[src/rtl/gsb_pkg.sv]
package gsb_pkg;
  localparam int unsigned DOT_COLS = 5;
  localparam int unsigned DOT_ROWS = 7;
  localparam int unsigned DOT_W    = DOT_COLS * DOT_ROWS;
  localparam int unsigned CODE_W   = 8;

  typedef logic [DOT_W-1:0] glyph_t;
endpackage

[src/rtl/gsb_ring_store.sv]
module gsb_ring_store #(
  parameter int unsigned WIDTH = 8,
  parameter int unsigned DEPTH = 16,
  localparam int unsigned AW   = $clog2(DEPTH)
) (
  input  logic             clk_i,
  input  logic             rst_ni,
  input  logic             ld_i,
  input  logic [AW-1:0]    addr_i,
  input  logic             wr_i,
  input  logic [WIDTH-1:0] data_i,
  input  logic [AW-1:0]    rd_addr_i,
  output logic [WIDTH-1:0] rd_data_o
);
  localparam logic [AW-1:0] LAST = AW'(DEPTH - 1);

  logic [AW-1:0]    ptr_q;
  logic [WIDTH-1:0] mem_q [DEPTH];

  always_ff @(posedge clk_i or negedge rst_ni) begin
    if (!rst_ni)    ptr_q <= '0;
    else if (ld_i)  ptr_q <= addr_i;
    else if (wr_i)  ptr_q <= (ptr_q == LAST) ? '0 : ptr_q + 1'b1;
  end

  // contents undefined after reset
  always_ff @(posedge clk_i) begin
    if (wr_i && !ld_i) mem_q[ptr_q] <= data_i;
  end

  assign rd_data_o = mem_q[rd_addr_i];

  a_r2_ptr_wrap: assert property (@(posedge clk_i) disable iff (!rst_ni)
    (wr_i && !ld_i && ptr_q == LAST) |=> ptr_q == '0);
  a_r2_ptr_step: assert property (@(posedge clk_i) disable iff (!rst_ni)
    (wr_i && !ld_i && ptr_q != LAST) |=> ptr_q == $past(ptr_q) + 1'b1);
  a_r2_ptr_load: assert property (@(posedge clk_i) disable iff (!rst_ni)
    ld_i |=> ptr_q == $past(addr_i));
endmodule

[src/rtl/gsb_glyph_store.sv]
module gsb_glyph_store
  import gsb_pkg::*;
#(
  parameter int unsigned ENTRIES = 8,
  localparam int unsigned AW     = $clog2(ENTRIES),
  localparam int unsigned CW     = $clog2(DOT_COLS)
) (
  input  logic                clk_i,
  input  logic                rst_ni,
  input  logic                ld_i,
  input  logic [AW-1:0]       addr_i,
  input  logic                wr_i,
  input  logic [DOT_ROWS-1:0] col_i,
  input  logic [AW-1:0]       rd_addr_i,
  output glyph_t              rd_glyph_o
);
  localparam logic [AW-1:0] LAST_ENT = AW'(ENTRIES - 1);
  localparam logic [CW-1:0] LAST_COL = CW'(DOT_COLS - 1);

  logic [AW-1:0] ptr_q;
  logic [CW-1:0] col_q;
  glyph_t        mem_q [ENTRIES];

  always_ff @(posedge clk_i or negedge rst_ni) begin
    if (!rst_ni) begin
      ptr_q <= '0;
      col_q <= '0;
    end else if (ld_i) begin
      ptr_q <= addr_i;
      col_q <= '0;
    end else if (wr_i) begin
      if (col_q == LAST_COL) begin
        col_q <= '0;
        ptr_q <= (ptr_q == LAST_ENT) ? '0 : ptr_q + 1'b1;
      end else begin
        col_q <= col_q + 1'b1;
      end
    end
  end

  // column byte scatters down one dot column: row r lands at col + DOT_COLS*r
  always_ff @(posedge clk_i) begin
    if (wr_i && !ld_i) begin
      for (int c = 0; c < DOT_COLS; c++) begin
        if (col_q == CW'(c)) begin
          for (int r = 0; r < DOT_ROWS; r++) begin
            mem_q[ptr_q][c + DOT_COLS*r] <= col_i[r];
          end
        end
      end
    end
  end

  assign rd_glyph_o = mem_q[rd_addr_i];

  a_r6_entry_advance: assert property (@(posedge clk_i) disable iff (!rst_ni)
    (wr_i && !ld_i && col_q == LAST_COL) |=>
      (col_q == '0 && ptr_q == (($past(ptr_q) == LAST_ENT) ? '0 : $past(ptr_q) + 1'b1)));
  a_r6_entry_hold: assert property (@(posedge clk_i) disable iff (!rst_ni)
    (wr_i && !ld_i && col_q != LAST_COL) |=> ($stable(ptr_q) && col_q == $past(col_q) + 1'b1));
  a_r6_col_clear: assert property (@(posedge clk_i) disable iff (!rst_ni)
    ld_i |=> col_q == '0);
  a_r6_col_range: assert property (@(posedge clk_i) disable iff (!rst_ni)
    col_q <= LAST_COL);
endmodule

[src/rtl/gsb_glyph_rom.sv]
module gsb_glyph_rom
  import gsb_pkg::*;
#(
  parameter logic [CODE_W-1:0] FILL_XOR = '0
) (
  input  logic [CODE_W-1:0] code_i,
  output glyph_t            glyph_o
);
  logic [CODE_W-1:0] key;
  assign key = code_i ^ FILL_XOR;

  // stub fill: dot k follows key bit k mod CODE_W
  for (genvar k = 0; k < DOT_W; k++) begin : g_dot
    assign glyph_o[k] = key[k % CODE_W];
  end
endmodule

[src/rtl/glyph_seg_asm.sv]
module glyph_seg_asm
  import gsb_pkg::*;
#(
  parameter int unsigned N_DIGITS   = 16,
  parameter int unsigned N_USER     = 8,
  parameter int unsigned SYM_W      = 2,
  parameter logic [CODE_W-1:0] ROM_FILL_XOR = '0,
  localparam int unsigned DAW       = $clog2(N_DIGITS),
  localparam int unsigned UAW       = $clog2(N_USER)
) (
  input  logic              clk_i,
  input  logic              rst_ni,
  input  logic [DAW-1:0]    cmd_addr_i,
  input  logic [CODE_W-1:0] data_i,
  input  logic              code_ld_i,
  input  logic              code_wr_i,
  input  logic              pat_ld_i,
  input  logic              pat_wr_i,
  input  logic              sym_ld_i,
  input  logic              sym_wr_i,
  input  logic [DAW-1:0]    digit_idx_i,
  input  logic              slot_start_i,
  output logic [DOT_W-1:0]  seg_o,
  output logic [SYM_W-1:0]  sym_o
);
  logic [CODE_W-1:0] cur_code;
  logic [SYM_W-1:0]  cur_sym;
  glyph_t            user_glyph, rom_glyph, sel_glyph;
  logic              is_user;

  gsb_ring_store #(.WIDTH(CODE_W), .DEPTH(N_DIGITS)) u_code_store (
    .clk_i, .rst_ni,
    .ld_i(code_ld_i), .addr_i(cmd_addr_i),
    .wr_i(code_wr_i), .data_i(data_i),
    .rd_addr_i(digit_idx_i), .rd_data_o(cur_code)
  );

  gsb_ring_store #(.WIDTH(SYM_W), .DEPTH(N_DIGITS)) u_sym_store (
    .clk_i, .rst_ni,
    .ld_i(sym_ld_i), .addr_i(cmd_addr_i),
    .wr_i(sym_wr_i), .data_i(data_i[SYM_W-1:0]),
    .rd_addr_i(digit_idx_i), .rd_data_o(cur_sym)
  );

  gsb_glyph_store #(.ENTRIES(N_USER)) u_glyph_store (
    .clk_i, .rst_ni,
    .ld_i(pat_ld_i), .addr_i(cmd_addr_i[UAW-1:0]),
    .wr_i(pat_wr_i), .col_i(data_i[DOT_ROWS-1:0]),
    .rd_addr_i(cur_code[UAW-1:0]), .rd_glyph_o(user_glyph)
  );

  gsb_glyph_rom #(.FILL_XOR(ROM_FILL_XOR)) u_glyph_rom (
    .code_i(cur_code), .glyph_o(rom_glyph)
  );

  assign is_user   = cur_code < CODE_W'(N_USER);
  assign sel_glyph = is_user ? user_glyph : rom_glyph;

  always_ff @(posedge clk_i or negedge rst_ni) begin
    if (!rst_ni) begin
      seg_o <= '0;
      sym_o <= '0;
    end else if (slot_start_i) begin
      seg_o <= sel_glyph;
      sym_o <= cur_sym;
    end
  end

  a_r8_seg_hold: assert property (@(posedge clk_i) disable iff (!rst_ni)
    !slot_start_i |=> $stable(seg_o));
  a_r8_sym_hold: assert property (@(posedge clk_i) disable iff (!rst_ni)
    !slot_start_i |=> $stable(sym_o));
  a_r7_sym_direct: assert property (@(posedge clk_i) disable iff (!rst_ni)
    slot_start_i |=> sym_o == $past(cur_sym));
  a_r3_user_path: assert property (@(posedge clk_i) disable iff (!rst_ni)
    (slot_start_i && is_user) |=> seg_o == $past(user_glyph));
  a_r4_rom_path: assert property (@(posedge clk_i) disable iff (!rst_ni)
    (slot_start_i && !is_user) |=> seg_o == $past(rom_glyph));
endmodule

[config.mk]
export PLATFORM = sky130hd
export DESIGN_NAME = glyph_seg_asm
export DESIGN_NICKNAME = d
export VERILOG_FILES = /design/src/rtl/gsb_pkg.sv /design/src/rtl/gsb_ring_store.sv /design/src/rtl/gsb_glyph_store.sv /design/src/rtl/gsb_glyph_rom.sv /design/src/rtl/glyph_seg_asm.sv
export SDC_FILE = /design/constraint.sdc
export NUM_CORES = 1
export LEC_CHECK = 0
export CORE_MARGIN = 2
export CORE_UTILIZATION = 60
export CTS_CLUSTER_SIZE = 30
export DETAILED_ROUTE_END_ITERATION = 10
export DONT_BUFFER_PORTS = 1
export GPL_TIMING_DRIVEN = 0
export HOLD_SLACK_MARGIN = 0.02
export PLACE_DENSITY = 0.76
export SYNTH_ARGS = -nofsm -noshare
export SYNTH_HDL_FRONTEND = slang
export SYNTH_SLANG_ARGS = --single-unit
export TNS_END_PERCENT = 5
[constraint.sdc]
create_clock -name clk_i -period 5.8 [get_ports clk_i]
set_clock_uncertainty 0.15 [all_clocks]
set_input_delay 0.58 -clock clk_i [delete_from_list [all_inputs] [get_ports clk_i]]
set_output_delay 0.58 -clock clk_i [all_outputs]
set_load 0.02 [all_outputs]
# --- Word-level counts from Yosys, hierarchy flattened ---
# Memory sizes are Yosys's and may differ from the RTL's. A register that Yosys moved wholly into a read port is not among the register bits.
# Index checks and enable logic that the tools add are counted.
word_totals:
  output_inout_bits: 37
  mem_count: 3
  regBits: 49
  ram_bits: 440
  word_cells: 66
mem_list:
  columns: ["name", "words", "word_bits", "rd", "rd_ports_with_merged_regs", "write_ports", "line", "rtl"]
  rows:
  - ["u_glyph_store.mem_q", 8, 35, 1, 0, 1, "gsb_glyph_store.sv:22", "glyph_t mem_q [ENTRIES];"]
  - ["u_code_store.mem_q", 16, 8, 1, 0, 1, "gsb_ring_store.sv:18", "logic [WIDTH-1:0] mem_q [DEPTH];"]
  - ["u_sym_store.mem_q", 16, 2, 1, 1, 1, "gsb_ring_store.sv:18", null]
op_classes:
  mux: 33
  add_sub_neg: 4
  eq_ne: 7
  n_lt_le_gt_ge: 1
  reduce_logical: 13
ops:
  columns: ["cell", "count"]
  rows:
  - ["35-bit 2-to-1 mux", 1]
  - ["4-bit 2-to-1 mux", 6]
  - ["3-bit 2-to-1 mux", 7]
  - ["1-bit 2-to-1 mux", 19]
  - ["4-bit by 1-bit adder with 4-bit output (second input constant)", 2]
  - ["4-bit == test (second input constant)", 2]
  - ["8-bit by 4-bit less-than comparator with 1-bit output (second input constant)", 1]
  - ["2-bit nonzero test", 4]
  - ["3-bit by 1-bit adder with 3-bit output (second input constant)", 2]
  - ["3-bit by 2-bit == test with 1-bit output (second input constant)", 2]
  - ["3-bit == test (second input constant)", 2]
  - ["1-bit logical NOT", 4]
  - ["3-bit by 1-bit == test with 1-bit output (second input constant)", 1]
  - ["1-bit logical AND", 3]
  - ["3-bit logical NOT", 1]
  - ["2-bit AND reduction", 1]

# --- Depth between registers and ports, before layout ---
# Gate-level depths: netlist of the first run.
logic_depth:
  word_depth: 5
  ltp_mapped: 11

# --- Cells and area by module ---
# Synthesis of the first run repeated with hierarchy kept, for this count alone.
unflattened:
  cells_unflattened: 1110
  area_unflattened_um2: 20427.1
by_module_without_submodules:
  columns: ["module", "seq_area_each_um2", "cells_per_inst", "n_inst", "area_each_um2"]
  rows:
  - ["gsb_glyph_store", 8558.2, 500, 1, 11395.9]
  - ["gsb_ring_store (u_code_store)", 3943.8, 256, 1, 5292.6]
  - ["glyph_seg_asm", 925.9, 205, 1, 1814.2]
  - ["gsb_ring_store (u_sym_store)", 1061.0, 114, 1, 1661.6]
  - ["gsb_glyph_rom", 0.0, 35, 1, 262.8]

# --- Worst setup path before layout of the first run ---
# Ideal clock, no wire load.
synth_path:
  path_kind: "input to register"
  startpoint: "in digit_idx_i[1]"
  endpoint: "reg seg_o[11]"
  required_time_ps: 5560
  setup_time_ps: 90
  arrival_ps: 3143
  stages: 10
  path_slack_ps: 2416
  path_cell_list: "clkbuf_1 -> clkbuf_1 -> mux4_2 -> a22oi_1 -> nand2_1 -> or4_4 -> or3_1 -> buf_2 -> a2111o_1 -> o221ai_1"
synth_between:
  elab_chain_len: 3
  word_cells_on_any_way: 4
  cone_classes: "order compare: 1; mux: 1; memory: 2"
synth_lines:
  columns: ["item", "line", "rtl"]
  rows:
  - ["from (decl)", "glyph_seg_asm.sv:21", "input logic [DAW-1:0] digit_idx_i,"]
  - ["memory read 16 x 8 bit (*)", null, null]
  - ["8-bit by 4-bit less-than comparator with 1-bit output or memory read 8 x 35 bit (tied branches)", null, null]
  - ["35-bit 2-to-1 mux (*)", "glyph_seg_asm.sv:57", "assign sel_glyph = is_user ? user_glyph : rom_glyph;"]
  - ["to (signal assigned)", "glyph_seg_asm.sv:64", "seg_o <= sel_glyph;"]
  - ["to (decl)", "glyph_seg_asm.sv:23", "output logic [DOT_W-1:0] seg_o,"]
# Every way passes the cells marked *; elsewhere a longest branch is shown, timed or not.
# A chain may end at the register's enable or synchronous reset.

# --- Worst setup path after layout of the first run ---
layout_path:
  startpoint: "in digit_idx_i[1]"
  endpoint: "reg seg_o[5]"
# Same word-level chain as after synthesis.

==> out/qor.yml, run 1 <==
placed_design:
  gp_congestion: 0.908
  dp_hpwl_um: 33500
  placed_cells: 1742
  dp_slack_ns: 1.10
  io_buffers: 0
  place_area_um2: 20400
timing:
  setup_slack_ns: 1.53
  timing.fmax_ghz: 0.234
  whs_ns: 0.0306
  fin_crit_sh_pct: 73.6
  min_period_ns: 4.27
  rsz0062_at_grt: "false"
  hold_violations: 0
  setup_viol: 0
  tns_ns: 0
  tightest_slew_ns: 1.29
  slew_viol_final: 0
  max_slew_margin_pct: 13.1
worst_setup_path:
  r2r-end: "seg_o[5]$_DFFE_PN0P_"
  cp-endpoint: "seg_o[5]$_DFFE_PN0P_"
  r2r_slack_ns: 1.95
  crit_slowest_cell: "clkbuf_1"
  rr_startpoint: "u_code_store.mem_q[11][0]$_DFFE_PP_"
  cp_common_cell: "clkbuf_1"
  cp-end-kind: "flip-flop"
  cp.required_ns: 6.07
  path_max_fanout: 10
  reg2reg_depth: 7
  crit_path_start: "digit_idx_i[1]"
  worstSetupPathType: "in -> reg"
  crit_path_max_incr_delay_ns: 0.65
  arrival_ns: 4.54
  startpoint_type: "input port"
  path_cells: "clkbuf_1, clkbuf_1, mux4_2, a22o_1, nor2_1, clkbuf_1, clkbuf_1, a32o_1, o221ai_1"
power:
  combinationalPowerShare_pct: 9.2
  vdd_drop_max_mv: 0.279
  switchingPower_mw: 1.90
  powerDensity_nw_per_um2: 352
  p_leak_nw: 7.28
  p_int_mw: 5.96
  clkPwrFrac_pct: 39.4
  seq_power_share_pct: 51.4
  swShare_pct: 24.2
synthesis:
  syn_inst: 1300
  async_reset_ff_share_pct: 10.4
  synth_area_leaders: "edfxtp_1 (66%), dfrtp_1 (6.4%), mux4_2 (4.8%)"
  synth_adder_area_share_pct: 0.944
  synth_top_area_share_pct: 66.5
  synth.cell_area_um2: 19900
  yosysTopAreaCell: "edfxtp_1"
  synth_nets: 1340
  synth_top_family_by_area: "compound AO/OA/AOI/OAI gates"
  synth_edf_count: 440
  synth-compound-area-share_pct: 11.1
  ys_seq_area_share_pct: 72.9
  synthMuxAreaShare_pct: 6.56
  synthXorXnorAreaFrac_pct: 0.132
  ys_seq_elements: 491
  avgSynthCellArea_um2: 15.3
  synthDistinctLibCells: 49
  ys.warnings.count: 0
  synthFlopType: "edfxtp_1"
  synthSimpleGateAreaFrac_pct: 6.59
clocking:
  cts_sinks: 491
  cts-root-buf: "clkbuf_16"
  cts_buffers: 49
  post-cts-setup-buffer-count: 0
  htreeDepth: 2
  post_cts_resized: 0
  cts_tree: "built"
  clk_pin_slew_ns: 0.06
  cts.path.max_buffers: 3
  insertion_delay_ns: 0.57
  hold_buffers: 16
floorplan:
  die_h_um: 186
  core_um2: 32600
  die_w_um: 186
  initial_core_util_pct: 60.9
  ios: 62
  dieArea_um2: 34600
  std_cell_rows: 66
grt:
  grt_usage_pct: 31.1
  grt_pass1_wl_um: 77000
  globalRouteOverflowTotal: 0
  grt_start_max_net_pins: 73
  grt_pass1_vias: 12300
  antenna_found_initial: 1
finish:
  final_net_count: 1408
  fin_area_um2: 22300
  mostFrequentLayoutCells: "edfxtp_1 (440), nand2_1 (146), nor2_1 (96), clkbuf_1 (86), o21ai_0 (77)"
  drive_gt1_share_pct: 11.8
  area_growth_syn_to_layout_pct: 12.2
  stdcell_count: 1852
  final_common_cell: "edfxtp_1"
route:
  via_per_inst: 6.79
  wl_per_cell_um: 28.4
  drcViolationCount: 0
  drt_iter0_markers: 1648
  ant_nets: 0
  wirelength_um: 52700
  dr.pass1.iters: 6
  vias: 12600
worst_hold_path:
  hold_path_class: "in -> reg"
  min_from: "cmd_addr_i[3]"
  hold_depth: 2
run_status:
  status: "finished clean"
job:
  cap_violations: 0
-- registers in the layout (all words and copies together), names as in the netlist --
name / cells
u_glyph_store.ptr_q: 3
u_glyph_store.mem_q: 280
u_code_store.mem_q: 128
seg_o: 35
sym_o: 2
u_code_store.ptr_q: 4
u_sym_store.mem_q: 32
u_glyph_store.col_q: 3
u_sym_store.ptr_q: 4
-- routing by layer --
| metal | up-vias | wire length (µm) | GRT usage [%] |
|---|---|---|---|
| met1 | 6295 | 19100 | 40.9 |
| met3 | 146 | 5570 | 6.22 |
| met4 | 0 | 2870 | 15.3 |
| met5 | - | 0 | 0 |
| li1 | 5241 | - | - |
| met2 | 902 | 25200 | 50.2 |
-- layout make-up --
| cell class | instances | area (µm²) |
|---|---|---|
| Sequential cell | 491 | 14500 |
| Fill cell | 2089 | 10300 |
| Multi-Input combinational cell | 719 | 5030 |
| Clock buffer | 81 | 1490 |
| Tap cell | 442 | 553 |
| Buffer | 81 | 323 |
| Timing Repair Buffer | 17 | 293 |
| Clock inverter | 11 | 85.1 |
| Inverter | 9 | 33.8 |
| Antenna cell | 1 | 2.50 |
-- power by group through the flow --
| stage | Sequential (mW) | Combinational (mW) | Clock, mW |
|---|---|---|---|
| after floorplan | 4.09 | 0.411 | 0 |
| after global placement | 4.11 | 0.597 | 0 |
| after detailed placement | 4.11 | 0.617 | 0 |
| after CTS | 4.04 | 0.700 | 3.09 |
| after global routing | 4.05 | 0.761 | 3.24 |
| final | 4.04 | 0.720 | 3.10 |
-- stage by stage --
stage | total power [mW] | utilization [%]
after floorplan | 4.50 | -
after global placement | 4.71 | 62.6
after detailed placement | 4.73 | 62.6
after CTS | 7.84 | 68.3
after global routing | 8.05 | 68.4
final | 7.86 | 68.4
-- logic make-up (layout without fill, tap and decap cells) --
group | Yosys count | after routing
flip-flops | 491 | 491
AO/OA/AOI/OAI | 318 | 318
AND/OR/NAND/NOR | 306 | 306
buffers and inverters | 90 | 199
multiplexers | 77 | 77
adder cells (fa/ha/maj) | 15 | 15
XOR/XNOR | 3 | 3
other | 0 | 1
-- critical path, delay by kind of cell --
family          cells  cell delay (ns)
buf+inv             4             1.97
compound gates      3             0.90
mux                 1             0.43
simple gates        1             0.63
-- synthesized netlist by cell type (6+ instances only) --
cell type  count
o221ai_1      20
a21o_1        11
clkbuf_1      66
dfrtp_1       51
mux4_2        42
nand3_1       10
nor2b_1        7
nand2_1      146
a221oi_1      18
edfxtp_1     440
a21oi_1       67
o21ai_0       77
mux2i_1       29
and2_1        18
a2111o_1      20
a22oi_1        8
a32o_1        20
buf_2          8
ha_1          15
o21a_1         8
inv_1          8
mux2_2         6
nor2_1        96
a31oi_1       37
a31o_2        20
nand2b_1       6
-- worst min path at each step --
stage | to | slack (ns)
2_1_floorplan | seg_o[0]$_DFFE_PN0P_ | 0.13
3_3_place_gp | seg_o[25]$_DFFE_PN0P_ | 0.14
3_5_place_dp | seg_o[25]$_DFFE_PN0P_ | 0.14
4_1_cts | u_sym_store.ptr_q[3]$_DFFE_PN0P_ | 0.02
5_1_grt | u_code_store.ptr_q[3]$_DFFE_PN0P_ | 0.03
6_report | u_sym_store.ptr_q[3]$_DFFE_PN0P_ | 0.03
No activity file was read; power rests on OpenSTA's default activity.
==> run 2, diff against run 1 <==
clock period = 4.35 ns   (was 5.8 ns; I/O delays follow)
==> out/qor.yml, run 2 (synthesis results as in run 1) <==
clocking:
  htreeDepth: 2  # unchanged
  clk_pin_slew_ns: 0.06  # about the same
  cts_sinks: 491  # unchanged
  cts-root-buf: "clkbuf_16"
  post-cts-setup-buffer-count: 0  # unchanged
  insertion_delay_ns: 0.56  # about the same
  post_cts_resized: 0  # unchanged
  cts.path.max_buffers: 3  # unchanged
  cts_buffers: 49  # unchanged
  cts_tree: "built"
grt:
  antenna_found_initial: 1  # unchanged
  grt_start_max_net_pins: 73  # unchanged
  grt_pass1_wl_um: 77100  # +0.13%
  grt_pass1_vias: 12400  # +0.33%
  globalRouteOverflowTotal: 0  # unchanged
  grt_usage_pct: 31.2  # +0.057 points
power:
  vdd_drop_max_mv: 0.373  # +34%
  p_leak_nw: 7.30  # +0.30%
  powerDensity_nw_per_um2: 469  # +33%
floorplan:
  initial_core_util_pct: 60.9  # unchanged
  dieArea_um2: 34600  # unchanged
  core_um2: 32600  # unchanged
  die_w_um: 186  # unchanged
  std_cell_rows: 66  # unchanged
  ios: 62  # unchanged
  die_h_um: 186  # unchanged
run_status:
  status: "finished clean"
timing:
  whs_ns: 0.0390  # +0.00842 ns
  tns_ns: 0  # unchanged
  tightest_slew_ns: 1.34  # +0.0432 ns
  slew_viol_final: 0  # unchanged
  hold_violations: 0  # unchanged
  max_slew_margin_pct: 10.5  # -2.5 points
  setup_viol: 0  # unchanged
  setup_slack_ns: 0.174  # -1.36 ns
  min_period_ns: 4.18
  fin_crit_sh_pct: 96.0
  timing.fmax_ghz: 0.239
  rsz0062_at_grt: "false"
placed_design:
  dp_hpwl_um: 33500  # unchanged
  dp_slack_ns: -0.201  # -1.31 ns
  gp_congestion: 0.908  # unchanged
  io_buffers: 0  # unchanged
  placed_cells: 1742  # unchanged
finish:
  mostFrequentLayoutCells: "edfxtp_1 (440), nand2_1 (146), nor2_1 (96), clkbuf_1 (86), o21ai_0 (77)"
  area_growth_syn_to_layout_pct: 12.4
  drive_gt1_share_pct: 11.7  # -0.042 points
  stdcell_count: 1857  # +0.27%
  final_common_cell: "edfxtp_1"
  reg_top3: "u_glyph_store.mem_q x280, u_code_store.mem_q x128, seg_o x35"
  max_flop_register: "u_glyph_store.mem_q"
  final_net_count: 1413  # +0.36%
  largest_reg_flops: 280  # unchanged
worst_setup_path:
  cp-end-kind: "flip-flop"
  path_max_fanout: 10  # unchanged
  arrival_ns: 4.44  # -0.10 ns
  worstSetupPathType: "in -> reg"
  startpoint_type: "input port"
  cp.required_ns: 4.61  # -1.46 ns
route:
  dr.pass1.iters: 6  # unchanged
  drt_iter0_markers: 1576  # -4.4%
  ant_nets: 0  # unchanged
  via_per_inst: 6.75  # -0.69%
  wirelength_um: 52600  # -0.21%
  wl_per_cell_um: 28.3  # -0.47%
  drcViolationCount: 0  # unchanged
  vias: 12500  # -0.42%
job:
  cap_violations: 0  # unchanged
worst_hold_path:
  hold_path_class: "in -> reg"
run 2: per-layer routing:
metal / wire (µm) / global-route usage [%]
met5: 0 / 0
met1: 19000 / 40.8
met4: 2820 / 15.3
met2: 25200 / 50.5
met3: 5540 / 6.14
run 2: layout make-up:
cell class / instances / area (µm²)
multi-input cells: 719 / 5030
inverters: 9 / 33.8
fillers: 2077 / 10300
well taps: 442 / 553
clock buffers: 81 / 1490
flip-flops and latches: 491 / 14500
repair buffers: 22 / 343
plain buffers: 81 / 323
diodes: 1 / 2.50
clock inverters: 11 / 85.1
run 2: where the power goes:
part,internal [mW],total [mW],leakage [nW],switching [mW]
Sequential,5.24,5.39,4.55,0.145
Clock,2.39,4.12,0.772,1.73
Combinational,0.310,0.968,1.98,0.657
run 2: worst paths after layout:
path,start,to,slack [ns],cells after the start
setup / recovery,digit_idx_i[1],seg_o[5]$_DFFE_PN0P_,0.17,9
hold / removal,sym_wr_i,u_sym_store.ptr_q[0]$_DFFE_PN0P_,0.04,3
setup reg to reg,u_code_store.mem_q[11][0]$_DFFE_PP_,seg_o[5]$_DFFE_PN0P_,0.46,7
hold reg to reg,u_glyph_store.col_q[1]$_DFFE_PN0P_,u_glyph_store.col_q[1]$_DFFE_PN0P_,0.45,2
max in group asynchronous,rst_ni,u_sym_store.ptr_q[3]$_DFFE_PN0P_,3.41,2
min in group asynchronous,rst_ni,seg_o[12]$_DFFE_PN0P_,0.36,2
run 2: critical path: stages:
cell and delay (ns):
clkbuf_1 0.20, clkbuf_1 0.63, mux4_2 0.43, a22o_1 0.27, nor2_1 0.64, clkbuf_1 0.50, clkbuf_1 0.66, a32o_1 0.48
o221ai_1 0.18
run 2: repair_timing:
action | CTS | global route
hold endpoints to repair | 505 | 0
hold buffers | 21 | 0
endpoints found under the setup margin | 0 | 0
run 2: metrics by stage:
stage / area, µm² / total power, mW / util (%)
floorplan: 19900 / 6.00 / -
global placement: 20400 / 6.28 / 62.6
detailed placement: 20400 / 6.31 / 62.6
CTS: 22300 / 10.5 / 68.5
global route: 22400 / 10.7 / 68.5
finish: 22400 / 10.5 / 68.5
